### src/rtl/hzd_pkg.sv
package hzd_pkg;

    parameter int unsigned REG_IDX_W = 5;
    localparam int unsigned NUM_SRC  = 2;

    typedef logic [REG_IDX_W-1:0] reg_idx_t;

    typedef enum logic [1:0] {
        SRC_REGFILE = 2'b00,
        SRC_WB      = 2'b01,
        SRC_MEM     = 2'b10
    } opnd_src_e;

    typedef struct packed {
        reg_idx_t rd;
        logic     wr;
    } prod_t;

    // A producer only matters if it writes a register other than x0.
    function automatic logic prod_live(prod_t p);
        return p.wr && (p.rd != '0);
    endfunction

    function automatic logic prod_hits(prod_t p, reg_idx_t src);
        return prod_live(p) && (p.rd == src);
    endfunction

endpackage

### src/rtl/hzd_fwd_pick.sv
module hzd_fwd_pick
    import hzd_pkg::*;
#(
    parameter bit FWD_EN = 1'b1
) (
    input  reg_idx_t  src_i,
    input  prod_t     mem_p_i,
    input  prod_t     wb_p_i,
    output opnd_src_e sel_o
);

    generate
        if (FWD_EN) begin : g_bypass
            always_comb begin
                if (prod_hits(mem_p_i, src_i)) begin
                    sel_o = SRC_MEM;
                end else if (prod_hits(wb_p_i, src_i)) begin
                    sel_o = SRC_WB;
                end else begin
                    sel_o = SRC_REGFILE;
                end
            end
        end else begin : g_no_bypass
            assign sel_o = SRC_REGFILE;
        end
    endgenerate

endmodule

### src/rtl/hzd_stall_gen.sv
module hzd_stall_gen
    import hzd_pkg::*;
#(
    parameter int unsigned NUM_WATCH = 1
) (
    input  reg_idx_t id_src_i [NUM_SRC],
    input  prod_t    watch_i  [NUM_WATCH],
    input  logic     branch_i,
    output logic     stall_o
);

    logic conflict;

    always_comb begin
        conflict = 1'b0;
        for (int w = 0; w < NUM_WATCH; w++) begin
            for (int s = 0; s < NUM_SRC; s++) begin
                if (prod_hits(watch_i[w], id_src_i[s])) begin
                    conflict = 1'b1;
                end
            end
        end
    end

    // The decode instruction is discarded on a taken branch, so no hold.
    assign stall_o = conflict && !branch_i;

endmodule

### src/rtl/hzd_ctrl.sv
module hzd_ctrl
    import hzd_pkg::*;
#(
    parameter bit FWD_EN = 1'b1
) (
    input  logic [hzd_pkg::REG_IDX_W-1:0] ex_rs1_i,
    input  logic [hzd_pkg::REG_IDX_W-1:0] ex_rs2_i,
    input  logic [hzd_pkg::REG_IDX_W-1:0] id_rs1_i,
    input  logic [hzd_pkg::REG_IDX_W-1:0] id_rs2_i,
    input  logic [hzd_pkg::REG_IDX_W-1:0] ex_rd_i,
    input  logic                          ex_wr_i,
    input  logic                          ex_load_i,
    input  logic [hzd_pkg::REG_IDX_W-1:0] mem_rd_i,
    input  logic                          mem_wr_i,
    input  logic [hzd_pkg::REG_IDX_W-1:0] wb_rd_i,
    input  logic                          wb_wr_i,
    input  logic                          branch_taken_i,
    output logic [1:0]                    fwd_a_o,
    output logic [1:0]                    fwd_b_o,
    output logic                          stall_o,
    output logic                          bubble_idex_o,
    output logic                          flush_ifid_o
);

    localparam int unsigned NUM_WATCH = FWD_EN ? 1 : 2;

    prod_t     ex_p, mem_p, wb_p;
    reg_idx_t  ex_src [NUM_SRC];
    reg_idx_t  id_src [NUM_SRC];
    opnd_src_e sel    [NUM_SRC];
    prod_t     watch  [NUM_WATCH];
    logic      hold;

    assign ex_p  = '{rd: ex_rd_i,  wr: ex_wr_i};
    assign mem_p = '{rd: mem_rd_i, wr: mem_wr_i};
    assign wb_p  = '{rd: wb_rd_i,  wr: wb_wr_i};

    assign ex_src[0] = ex_rs1_i;
    assign ex_src[1] = ex_rs2_i;
    assign id_src[0] = id_rs1_i;
    assign id_src[1] = id_rs2_i;

    generate
        for (genvar s = 0; s < NUM_SRC; s++) begin : g_opnd
            hzd_fwd_pick #(.FWD_EN(FWD_EN)) u_pick (
                .src_i   (ex_src[s]),
                .mem_p_i (mem_p),
                .wb_p_i  (wb_p),
                .sel_o   (sel[s])
            );
        end

        if (FWD_EN) begin : g_watch_load
            // Only a load in EX cannot be bypassed in time.
            assign watch[0] = '{rd: ex_p.rd, wr: ex_p.wr && ex_load_i};
        end else begin : g_watch_all
            // Without bypassing, wait for EX and MEM producers to reach WB.
            assign watch[0] = ex_p;
            assign watch[1] = mem_p;
        end
    endgenerate

    hzd_stall_gen #(.NUM_WATCH(NUM_WATCH)) u_stall (
        .id_src_i (id_src),
        .watch_i  (watch),
        .branch_i (branch_taken_i),
        .stall_o  (hold)
    );

    assign fwd_a_o       = sel[0];
    assign fwd_b_o       = sel[1];
    assign stall_o       = hold;
    assign bubble_idex_o = hold || branch_taken_i;
    assign flush_ifid_o  = branch_taken_i;

endmodule

### config.mk
export PLATFORM = sky130hd
export DESIGN_NAME = hzd_ctrl
export DESIGN_NICKNAME = d
export VERILOG_FILES = /design/src/rtl/hzd_pkg.sv /design/src/rtl/hzd_fwd_pick.sv /design/src/rtl/hzd_stall_gen.sv /design/src/rtl/hzd_ctrl.sv
export SDC_FILE = /design/constraint.sdc
export NUM_CORES = 1
export LEC_CHECK = 0
export ABC_AREA = 1
export BUFFER_PORTS_ARGS = -buffer_cell sky130_fd_sc_hd__buf_2
export CAP_MARGIN = 40
export CORE_MARGIN = 2
export CORE_UTILIZATION = 40
export DETAILED_ROUTE_END_ITERATION = 7
export GPL_ROUTABILITY_DRIVEN = 0
export MAX_ROUTING_LAYER = met4
export PLACE_DENSITY = 0.85
export RECOVER_POWER = 25
export SLEW_MARGIN = 30
export SYNTH_ARGS = -nofsm -noshare
export SYNTH_HDL_FRONTEND = slang
export SYNTH_SLANG_ARGS = --single-unit
### constraint.sdc
create_clock -name vclk -period 0.8
set_input_delay 0.08 -clock vclk [all_inputs]
set_output_delay 0.08 -clock vclk [all_outputs]
set_load 0.02 [all_outputs]
==> reports/qor.tcl, run 1 <==
set qor(yosys.area.top_type_share) 0.270
set qor(cts_setup_buffers) 0
set qor(pin_count) 47
set qor(io_buffer_count) 47
set qor(maximum_number_of_pins_on_one_net_before_global_route_repair) 5
set qor(error_message) {[ERROR DPL-0038] Utilization greater than 100%, impossible to legalize}
set qor(floorplan.die.width_um) 40.0
set qor(yosysTopAreaCell) {sky130_fd_sc_hd__xnor2_1}
set qor(postPlaceCellArea_um2) 800
set qor(cts_hold_buf) 0
set qor(synth.yosys.warnings) 0
set qor(post_synth_most_frequent_cells) {33 x sky130_fd_sc_hd__nand2_1, 16 x sky130_fd_sc_hd__xnor2_1, 13 x sky130_fd_sc_hd__inv_1, 13 x sky130_fd_sc_hd__nor2_1}
set qor(synth_nets) 138
set qor(post_synthesis_cell_area_um2) 519
set qor(synth.top_cells.by_area) {sky130_fd_sc_hd__xnor2_1 27%, sky130_fd_sc_hd__nand2_1 24%, sky130_fd_sc_hd__xor2_1 10%}
set qor(worst_endpoint_kind) {output port}
set qor(placed_cells) 159
set qor(outcome) {aborted with a tool error}
set qor(synth.distinct_cells) 15
set qor(place_hpwl_um) 1360
set qor(synth.most_common_cell) {sky130_fd_sc_hd__nand2_1}
set qor(synth_cells) 98
set qor(core.rowCount) 12
set qor(failed_stage) {5_1_grt}
set qor(dpl_worst_slack_ps) -241
set qor(die_h_um) 40.0
set qor(syn_area_per_cell_um2) 5.30
set qor(timing.grt.repair.worst_endpoint) {fwd_b_o[0]}
set qor(sequential_share_of_the_synthesized_area) 0
set qor(start_util) 0.449
logic make-up after synthesis:
| group | share of synthesized area |
|---|---|
| buffers and inverters | 0.116 |
| XOR/XNOR | 0.371 |
| AO/OA/AOI/OAI | 0.0265 |
| AND/OR/NAND/NOR | 0.487 |
metrics by stage:
| stage | TNS (ps) | hold WS (ps) |
|---|---|---|
| 2_1_floorplan | -26.2 | 208 |
| 3_3_place_gp | -1140 | 416 |
| 3_5_place_dp | -1220 | 423 |
| 4_1_cts | -903 | 419 |
repair_timing:
action / in CTS
resized for setup: 57
endpoints found under the setup margin: 6
pin swaps: 27
==> run 2: changes to the inputs <==
- CORE_AREA: not set -> 2 2 63 65
- CORE_MARGIN: 2 -> not set
- CORE_UTILIZATION: 40 -> not set
- DIE_AREA: not set -> 0 0 65 67
- MAX_ROUTING_LAYER: met4 -> not set
- PLACE_DENSITY: 0.85 -> not set
- PLACE_DENSITY_LB_ADDON: not set -> 0.15
==> run 2 against run 1 <==
The flow now finishes, with violations (negative setup slack). Synthesized cell count is the same. Synthesized area is the same.
==> reports/qor.tcl, run 2 <==
set qor(final_setup_margin_ps) -178
set qor(io_buffer_count) 47 ;# unchanged
set qor(detail_route.first_pass.iterations) 2
set qor(max-cap-violations) 0
set qor(overflow) 0
set qor(worst_ep_required_ps) 720
set qor(tightest_pin_transition_ps) 248
set qor(floorplan.die.width_um) 65 ;# was 40.0 um
set qor(detail_route.vias_per_cell) 3.92
set qor(grt_setup_unrepaired) {yes}
set qor(mostFrequentLayoutCell) {sky130_fd_sc_hd__nand2_1}
set qor(power.ir.vdd_worst_v) 0.000148
set qor(pin_count) 47 ;# unchanged
set qor(gr-usage-all-layers) 0.0875
set qor(cp.arrival_ps) 900
set qor(start_util) 0.144 ;# was 0.449
set qor(syn_area_per_cell_um2) 5.30 ;# unchanged
set qor(total_wire_length_after_detailed_routing_um) 2000
set qor(slew_violations) 0
set qor(n_sequential_cell) 0
set qor(synth_cells) 98 ;# unchanged
set qor(clock_buffer_count) 0
set qor(synth.most_common_cell) {sky130_fd_sc_hd__nand2_1} ;# unchanged
set qor(drive_gt1_frac) 0.612
set qor(synth.top_cells.by_area) {sky130_fd_sc_hd__xnor2_1 27%, sky130_fd_sc_hd__nand2_1 24%, sky130_fd_sc_hd__xor2_1 10%} ;# unchanged
set qor(violated_checks) {negative setup slack}
set qor(mostFrequentLayoutCells) {25 x sky130_fd_sc_hd__nand2_1, 23 x sky130_fd_sc_hd__buf_6, 14 x sky130_fd_sc_hd__buf_2}
set qor(place_hpwl_um) 1580 ;# was 1360 um
set qor(synth.distinct_cells) 15 ;# unchanged
set qor(critical_path.endpoint_type) {primary output}
set qor(post_synth_most_frequent_cells) {33 x sky130_fd_sc_hd__nand2_1, 16 x sky130_fd_sc_hd__xnor2_1, 13 x sky130_fd_sc_hd__inv_1, 13 x sky130_fd_sc_hd__nor2_1} ;# unchanged
set qor(first_pass_grt_wire_length_um) 3080
set qor(wl_per_cell_um) 10.3
set qor(area_growth_syn_to_layout_pct) 146
set qor(timing_worst_setup_path_type) {input port to primary output}
set qor(worstPathMaxFanout) 2
set qor(yosysTopAreaCell) {sky130_fd_sc_hd__xnor2_1} ;# unchanged
set qor(finalNetCount) 189
set qor(first_global_vias) 748
set qor(post-route-drc-count) 0
set qor(outcome) {complete, but fails checks} ;# was aborted with a tool error
set qor(drtIter0Drc) 32
set qor(routed_vias) 764
set qor(fin_crit_sh) 1.22
set qor(final_antenna_net_count) 0
set qor(synth_nets) 138 ;# unchanged
set qor(worst_hold_slack_ps) 423
set qor(critical_path.startpoint_type) {input port}
set qor(core_area_um2) 3610
set qor(die_h_um) 67 ;# was 40.0 um
set qor(core.rowCount) 22 ;# was 12
set qor(dpl_worst_slack_ps) -241 ;# about the same
set qor(power.density_nw_per_um2) 510
set qor(synth.yosys.warnings) 0 ;# unchanged
set qor(p_leak_nw) 0.617
set qor(timing.hold.worst.class) {input port to primary output}
set qor(relSlewSlack) 0.834
set qor(overall_power_after_layout_uw) 652
set qor(final_period_minus_worst_setup_slack_ps) 978
set qor(maximum_number_of_pins_on_one_net_before_global_route_repair) 5
set qor(final-setup-viol-count) 6
set qor(seq_area_um2) 0
set qor(timing_hold_violations_final) 0
set qor(fillCellCount) 398
set qor(die-area_um2) 4360
set qor(post_synthesis_cell_area_um2) 519 ;# unchanged
set qor(sequential_share_of_the_synthesized_area) 0 ;# unchanged
set qor(achievable-frequency_mhz) 1020
set qor(antenna-diode-count) 0
set qor(multi_input_comb_area_um2) 671
set qor(cts_hold_buf) 0 ;# unchanged
set qor(antenna_found_initial) 0
set qor(yosys.area.top_type_share) 0.270 ;# unchanged
[run 2: cell counts after synthesis]
Identical to the previous run, type by type.
[run 2: cell type report]
class | instances | area share
inverters | 14 | 0.0431
multi-input cells | 83 | 0.524
repair buffers | 50 | 0.386
well taps | 48 | 0.0470
[run 2: worst paths after layout]
check             cells after the start            from         end
setup / recovery                      6     ex_rs1_i[4]  fwd_a_o[0]
hold / removal                        3  branch_taken_i     stall_o
[run 2: cells by family (layout without fill, tap and decap cells)]
kind of cell,count (synthesis),in the layout,share of synthesized area
AOI/OAI and AO/OA,2,2,0.0265
xor gates and xnor gates,22,22,0.371
buffers and inverters,15,64,0.116
and+or+nand+nor,59,59,0.487
[run 2: what timing repair did]
| action | in CTS | in global routing |
|---|---|---|
| setup endpoints to repair | 6 | 6 |
| gates cloned | 0 | 0 |
| endpoints found under the hold margin | 0 | 0 |
| gates resized for setup | 41 | 67 |
| pin swaps | 17 | 34 |
| buffers inserted | 1 | 0 |
[run 2: critical path, cell delays in order]
cell and delay [ps]:
sky130_fd_sc_hd__buf_6 110, sky130_fd_sc_hd__xnor2_2 200, sky130_fd_sc_hd__nand3_2 120, sky130_fd_sc_hd__nor3_4 220, sky130_fd_sc_hd__nor2_4 40, sky130_fd_sc_hd__buf_6 130
[run 2: stage by stage]
stage	setup TNS, ps	util	instance area [um2]	cells
floorplan	-26.2	-	547	98
global placement	-1330	0.236	850	194
detailed placement	-1290	0.236	850	194
CTS	-1030	0.280	1010	195
global route	-1200	0.355	1280	195
finish	-894	0.355	1280	195
[run 2: per-layer routing]
metal  track usage  vias up  wire [um]
li1              -      396          -
met1        0.0873      325        633
met5             0        -          0
met4       0.00798        0         18
met2         0.191       41       1130
met3        0.0135        2        222
[run 2: where the power goes]
part           internal, mW  leakage (nW)  switching (mW)
clock network             0             0               0
logic                 0.369         0.617           0.283
registers                 0             0               0
(Power assumes the default switching activity.)
==> run 3: changes to the inputs <==
- SYNTH_HIERARCHICAL: not set -> 1
==> run 3 against run 2 <==
Die area did not move. Critical path depth rose by 2. Highest routed layer is now met3. Fmax fell by 2.4%. Global-route usage rose by 1.7 points. The flow still finishes with violations (negative setup slack). Synthesized area rose by 26%. Sequential share of layout area did not move.
==> reports/qor.tcl, run 3 <==
set qor(outcome) {complete, but fails checks} ;# unchanged
set qor(violated_checks) {negative setup slack} ;# unchanged
set qor(worst_hold_slack_ps) 537 ;# was 423 ps
set qor(first_pass_grt_wire_length_um) 3750 ;# was 3080 um
set qor(routed_vias) 976 ;# was 764
set qor(die-area_um2) 4360 ;# unchanged
set qor(cts_hold_buf) 0 ;# unchanged
set qor(synth.yosys.warnings) 6 ;# was 0
set qor(die_h_um) 67 ;# unchanged
set qor(detail_route.vias_per_cell) 3.92 ;# about the same
set qor(yosysTopAreaCell) {sky130_fd_sc_hd__nand2_1} ;# was sky130_fd_sc_hd__xnor2_1
set qor(clock_buffer_count) 0 ;# unchanged
set qor(critical_path.endpoint_type) {primary output} ;# unchanged
set qor(critPathMostFrequentCell) {sky130_fd_sc_hd__buf_6} ;# unchanged
set qor(place_hpwl_um) 1810 ;# was 1580 um
set qor(power.density_nw_per_um2) 468 ;# was 510 nW/um2
set qor(placed_cells) 248 ;# was 194
set qor(synth_compound_area_frac) 0.0979 ;# was 0.0265
set qor(finalNetCount) 243 ;# was 189
set qor(pin_count) 47 ;# unchanged
set qor(cp_max_stage_delay_ps) 170 ;# was 220 ps
set qor(overflow) 0 ;# unchanged
set qor(cpMaxStageDelayCell) {sky130_fd_sc_hd__a21oi_4} ;# was sky130_fd_sc_hd__nor3_4
set qor(max-cap-violations) 0 ;# unchanged
set qor(mostFrequentLayoutCell) {sky130_fd_sc_hd__nand2_1} ;# unchanged
set qor(achievable-frequency_mhz) 998 ;# was 1020 MHz
set qor(antenna_found_initial) 0 ;# unchanged
set qor(antenna-diode-count) 0 ;# unchanged
set qor(synth_nets) 191 ;# was 138
set qor(area_growth_syn_to_layout_pct) 112 ;# was 146%
set qor(post_synth_most_frequent_cells) {59 x sky130_fd_sc_hd__nand2_1, 30 x sky130_fd_sc_hd__inv_1, 19 x sky130_fd_sc_hd__nor2_1, 10 x sky130_fd_sc_hd__nand3_1, 8 x sky130_fd_sc_hd__inv_2} ;# was 33 x sky130_fd_sc_hd__nand2_1, 16 x sky130_fd_sc_hd__xnor2_1, 13 x sky130_fd_sc_hd__inv_1, 13 x sky130_fd_sc_hd__nor2_1
set qor(timing.hold.worst.class) {input port to primary output} ;# unchanged
set qor(syn_area_per_cell_um2) 4.32 ;# was 5.30 um2
set qor(drive_gt1_frac) 0.627 ;# was 0.612
set qor(gr-usage-all-layers) 0.104 ;# was 0.0875
set qor(floorplan.die.width_um) 65 ;# unchanged
set qor(seq_area_um2) 0 ;# unchanged
set qor(cp.buffers_inverters) 3 ;# was 2
set qor(synth_top_family_by_area) {simple AND/OR/NAND/NOR gates} ;# unchanged
set qor(final_antenna_net_count) 0 ;# unchanged
set qor(yosys.area.top_type_share) 0.340 ;# was 0.270
set qor(timing_hold_violations_final) 0 ;# unchanged
set qor(maximum_number_of_pins_on_one_net_before_global_route_repair) 7 ;# was 5
set qor(synth.top_cells.by_area) {sky130_fd_sc_hd__nand2_1 34%, sky130_fd_sc_hd__inv_1 17%, sky130_fd_sc_hd__nor2_1 11%} ;# was sky130_fd_sc_hd__xnor2_1 27%, sky130_fd_sc_hd__nand2_1 24%, sky130_fd_sc_hd__xor2_1 10%
set qor(tightest_pin_transition_ps) 242 ;# was 248 ps
set qor(final-setup-viol-count) 6 ;# unchanged
set qor(relSlewSlack) 0.839 ;# was 0.834
set qor(fillCellCount) 420 ;# was 398
set qor(worst_ep_required_ps) 720 ;# about the same
set qor(fin_crit_sh) 1.25 ;# was 1.22
set qor(cp.arrival_ps) 920 ;# was 900 ps
set qor(critical_path.startpoint_type) {input port} ;# unchanged
set qor(wl_per_cell_um) 9.17 ;# was 10.3 um
set qor(drtIter0Drc) 38 ;# was 32
set qor(synth.mux.area_fraction) 0 ;# unchanged
set qor(synthAdderAreaFrac) 0 ;# unchanged
set qor(final_period_minus_worst_setup_slack_ps) 1000 ;# was 978 ps
set qor(fin_cells) 249 ;# was 195
set qor(synth.most_common_cell) {sky130_fd_sc_hd__nand2_1} ;# unchanged
set qor(io_buffer_count) 47 ;# unchanged
set qor(first_global_vias) 884 ;# was 748
set qor(critical_path.cell_chain) {buf_6 > xor2_1 > nor2_1 > nand3_1 > a21oi_4 > inv_2 > nand2_2 > buf_6} ;# was buf_6 > xnor2_2 > nand3_2 > nor3_4 > nor2_4 > buf_6
set qor(mostFrequentLayoutCells) {39 x sky130_fd_sc_hd__nand2_1, 21 x sky130_fd_sc_hd__nand2_2, 20 x sky130_fd_sc_hd__inv_2} ;# was 25 x sky130_fd_sc_hd__nand2_1, 23 x sky130_fd_sc_hd__buf_6, 14 x sky130_fd_sc_hd__buf_2
set qor(setup_tns_ps) -744 ;# was -894 ps
set qor(critical_path.top_delay_family) {simple AND/OR/NAND/NOR gates} ;# unchanged
set qor(synth_cells) 151 ;# was 98
set qor(final_setup_margin_ps) -202 ;# was -178 ps
set qor(dpl_worst_slack_ps) -278 ;# was -241 ps
set qor(p_leak_nw) 0.730 ;# was 0.617 nW
set qor(total_wire_length_after_detailed_routing_um) 2280 ;# was 2000 um
set qor(post-route-drc-count) 0 ;# unchanged
set qor(detail_route.first_pass.iterations) 4 ;# was 2
set qor(sequential_share_of_the_synthesized_area) 0 ;# unchanged
set qor(slew_violations) 0 ;# unchanged
set qor(synth.distinct_cells) 16 ;# was 15
set qor(worstPathMaxFanout) 2 ;# unchanged
set qor(post_synthesis_cell_area_um2) 652 ;# was 519 um2
set qor(grt_setup_unrepaired) {yes} ;# unchanged
set qor(timing_worst_setup_path_type) {input port to primary output} ;# unchanged
set qor(core_area_um2) 3610 ;# unchanged
set qor(synth-xor-area-share) 0.0672 ;# was 0.371
set qor(n_sequential_cell) 0 ;# unchanged
set qor(power.ir.vdd_worst_v) 0.000144 ;# was 0.000148 V
set qor(core.rowCount) 22 ;# unchanged
set qor(yosys.area_share.simple) 0.605 ;# was 0.487
set qor(start_util) 0.181 ;# was 0.144
-- run 3: changes by cell type in the layout (fill, tap and decap cells not counted), sizes merged, moves of 9 or more --
cell,delta
inv,+24
nand2,+27
nor2,+9
xnor2,-14
-- run 3: tightest hold or removal path, stage by stage --
cell                      delay (ps)
sky130_fd_sc_hd__buf_2            90
sky130_fd_sc_hd__buf_4           100
sky130_fd_sc_hd__inv_1            40
sky130_fd_sc_hd__nand2_2          50
sky130_fd_sc_hd__buf_6           110
-- run 3: cell type report --
| cell class | count | area (um2) | area share |
|---|---|---|---|
| inverters | 38 | 168 | 0.122 |
| multi-input cells | 112 | 671 | 0.486 |
| well taps | 48 | 60.1 | 0.0436 |
| repair buffers | 51 | 480 | 0.348 |
-- run 3: timing repair --
item | CTS | global route
resized for setup | 70 | 65
setup buffers | 1 | 0
pin swaps | 37 | 39
endpoints found under the hold margin | 0 | 0
setup endpoints to repair | 6 | 6
-- run 3: power by group --
part,leakage [nW],total (mW),switching [mW],internal (mW)
Sequential,0,0,0,0
Combinational,0.730,0.645,0.318,0.327
Clock,0,0,0,0
Total,0.730,0.645,0.318,0.327
-- run 3: final timing paths --
path,depth (start not counted),slack (ps),endpoint,from
setup / recovery,8,-200,bubble_idex_o,id_rs2_i[1]
hold / removal,5,540,bubble_idex_o,branch_taken_i
-- run 3: layer usage --
metal  wire (um)  global-route usage  share of wire
met4           0                   0              0
met5           0                   0              0
met2        1050               0.165           0.46
met3         113             0.00338          0.049
met1        1120               0.164           0.49
-- run 3: cells by family after synthesis --
kind of cell / Yosys count
AO/OA/AOI/OAI: 11
AND/OR/NAND/NOR: 96
XOR/XNOR: 5
buffers and inverters: 39
-- run 3: metrics by stage --
| stage | area (um2) | utilization | total power, mW |
|---|---|---|---|
| 2_1_floorplan | 687 | - | 0.230 |
| 3_3_place_gp | 997 | 0.277 | 0.432 |
| 3_5_place_dp | 997 | 0.277 | 0.428 |
| 4_1_cts | 1210 | 0.335 | 0.545 |
| 5_1_grt | 1380 | 0.382 | 0.715 |
| 6_report | 1380 | 0.382 | 0.645 |
==> run 4: changes to the inputs <==
- SETUP_SLACK_MARGIN: not set -> 0.2
==> run 4 against run 3 <==
The run still ends with negative setup slack left. Setup slack worse by 9.5 ps. Power is 2.4% higher. Via count is 2.4% higher. Critical path depth stayed put.
==> reports/qor.tcl, run 4 (synthesized netlist as in run 3, its figures left out) <==
set qor(critical_path.top_delay_family) {simple AND/OR/NAND/NOR gates} ;# unchanged
set qor(path_depth) 8 ;# unchanged
set qor(timing.hold.worst.class) {input port to primary output} ;# unchanged
set qor(place_hpwl_um) 1900 ;# was 1810 um
set qor(final_setup_margin_ps) -212 ;# was -202 ps
set qor(pin_count) 47 ;# unchanged
set qor(finalNetCount) 242 ;# was 243
set qor(violated_checks) {negative setup slack} ;# unchanged
set qor(critical_path.endpoint_type) {primary output} ;# unchanged
set qor(final_antenna_net_count) 0 ;# unchanged
set qor(cts_hold_buf) 0 ;# unchanged
set qor(seq_area_um2) 0 ;# unchanged
set qor(max-cap-violations) 0 ;# unchanged
set qor(clock_buffer_count) 0 ;# unchanged
set qor(final_period_minus_worst_setup_slack_ps) 1010 ;# was 1000 ps
set qor(overall_power_after_layout_uw) 660 ;# was 645 uW
set qor(first_global_vias) 924 ;# was 884
set qor(worst_ep_required_ps) 720 ;# about the same
set qor(io_buffer_count) 47 ;# unchanged
set qor(gr-usage-all-layers) 0.104 ;# unchanged
set qor(routed_vias) 999 ;# was 976
set qor(fin_crit_sh) 1.26 ;# was 1.25
set qor(floorplan.die.width_um) 65 ;# unchanged
set qor(drive_gt1_frac) 0.610 ;# was 0.627
set qor(worst_hold_slack_ps) 405 ;# was 537 ps
set qor(achievable-frequency_mhz) 988 ;# was 998 MHz
set qor(mostFrequentLayoutCells) {42 x sky130_fd_sc_hd__nand2_1, 19 x sky130_fd_sc_hd__buf_2, 16 x sky130_fd_sc_hd__nand2_2} ;# was 39 x sky130_fd_sc_hd__nand2_1, 21 x sky130_fd_sc_hd__nand2_2, 20 x sky130_fd_sc_hd__inv_2
set qor(worstPathMaxFanout) 2 ;# unchanged
set qor(power.density_nw_per_um2) 468 ;# about the same
set qor(outcome) {complete, but fails checks} ;# unchanged
set qor(die-area_um2) 4360 ;# unchanged
set qor(antenna_found_initial) 0 ;# unchanged
set qor(detail_route.first_pass.iterations) 4 ;# unchanged
set qor(cp.arrival_ps) 930 ;# was 920 ps
set qor(total_wire_length_after_detailed_routing_um) 2360 ;# was 2280 um
set qor(drtIter0Drc) 14 ;# was 38
set qor(maximum_number_of_pins_on_one_net_before_global_route_repair) 7 ;# unchanged
set qor(area_growth_syn_to_layout_pct) 116 ;# was 112%
set qor(postPlaceCellArea_um2) 1040 ;# was 997 um2
set qor(timing_worst_setup_path_type) {input port to primary output} ;# unchanged
set qor(p_leak_nw) 0.750 ;# was 0.730 nW
set qor(hold_path_depth) 2 ;# was 5
set qor(finish.utilization) 0.391 ;# was 0.382
set qor(post-route-drc-count) 0 ;# unchanged
set qor(tightest_pin_transition_ps) 201 ;# was 242 ps
set qor(cpMaxStageDelayCell) {sky130_fd_sc_hd__a21oi_4} ;# unchanged
set qor(core.rowCount) 22 ;# unchanged
set qor(cp.buffers_inverters) 3 ;# unchanged
set qor(antenna-diode-count) 0 ;# unchanged
set qor(core_area_um2) 3610 ;# unchanged
set qor(stdcell_area_um2) 1410 ;# was 1380 um2
set qor(final-setup-viol-count) 6 ;# unchanged
set qor(timing_hold_violations_final) 0 ;# unchanged
set qor(grt_setup_unrepaired) {yes} ;# unchanged
set qor(critical_path.startpoint_type) {input port} ;# unchanged
set qor(relSlewSlack) 0.864 ;# was 0.839
set qor(slew_violations) 0 ;# unchanged
set qor(mostFrequentLayoutCell) {sky130_fd_sc_hd__nand2_1} ;# unchanged
set qor(wl_per_cell_um) 9.53 ;# was 9.17 um
set qor(cp_max_stage_delay_ps) 180 ;# was 170 ps
set qor(die_h_um) 67 ;# unchanged
set qor(overflow) 0 ;# unchanged
set qor(power.ir.vdd_worst_v) 0.000125 ;# was 0.000144 V
set qor(critical_path.cell_chain) {buf_6 > xor2_1 > nor2_1 > nand3_1 > a21oi_4 > inv_2 > nand2_2 > buf_6} ;# unchanged
set qor(n_sequential_cell) 0 ;# unchanged
set qor(critPathMostFrequentCell) {sky130_fd_sc_hd__buf_6} ;# unchanged
set qor(start_util) 0.181 ;# unchanged
set qor(detail_route.vias_per_cell) 4.03 ;# was 3.92
set qor(first_pass_grt_wire_length_um) 3750 ;# about the same
-- run 4: cell types whose count changed in the layout (fill, tap and decap cells not counted), sizes merged --
| cell | before | now |
|---|---|---|
| clkbuf | 1 | 0 |
-- run 4: cell type report --
cell class,count,area (um2)
timing repair buffer,50,492
fill,409,2200
multi-input combinational,112,681
tap,48,60.1
inverter,38,178
-- run 4: metal layers --
layer | GRT usage | vias to the layer above | wire (um)
met4 | 0 | 0 | 0
met1 | 0.138 | 429 | 1050
met2 | 0.197 | 27 | 1200
met3 | 0.00507 | 0 | 114
met5 | 0 | - | 0
li1 | - | 543 | -
-- run 4: worst paths after layout --
check	startpoint	end	slack (ps)
worst max-delay path	id_rs2_i[1]	bubble_idex_o	-210
worst min-delay path	branch_taken_i	flush_ifid_o	400
-- run 4: what timing repair did --
action,in CTS,in global routing
setup buffers,0,0
setup endpoints to repair,6,6
pin swaps,41,39
gates resized for setup,73,47
-- run 4: power by group --
group          switching (mW)  total, mW  internal (mW)
sequential                  0          0              0
combinational           0.322      0.660          0.339
clock                       0          0              0
total                   0.322      0.660          0.339
-- run 4: metrics by stage --
step           worst slack, ps  setup TNS [ps]  instances
2_1_floorplan             -106            -106        151
3_3_place_gp              -270           -1430        248
3_5_place_dp              -280           -1450        248
4_1_cts                   -248            -949        248
5_1_grt                   -286           -1080        248
6_report                  -212            -727        248
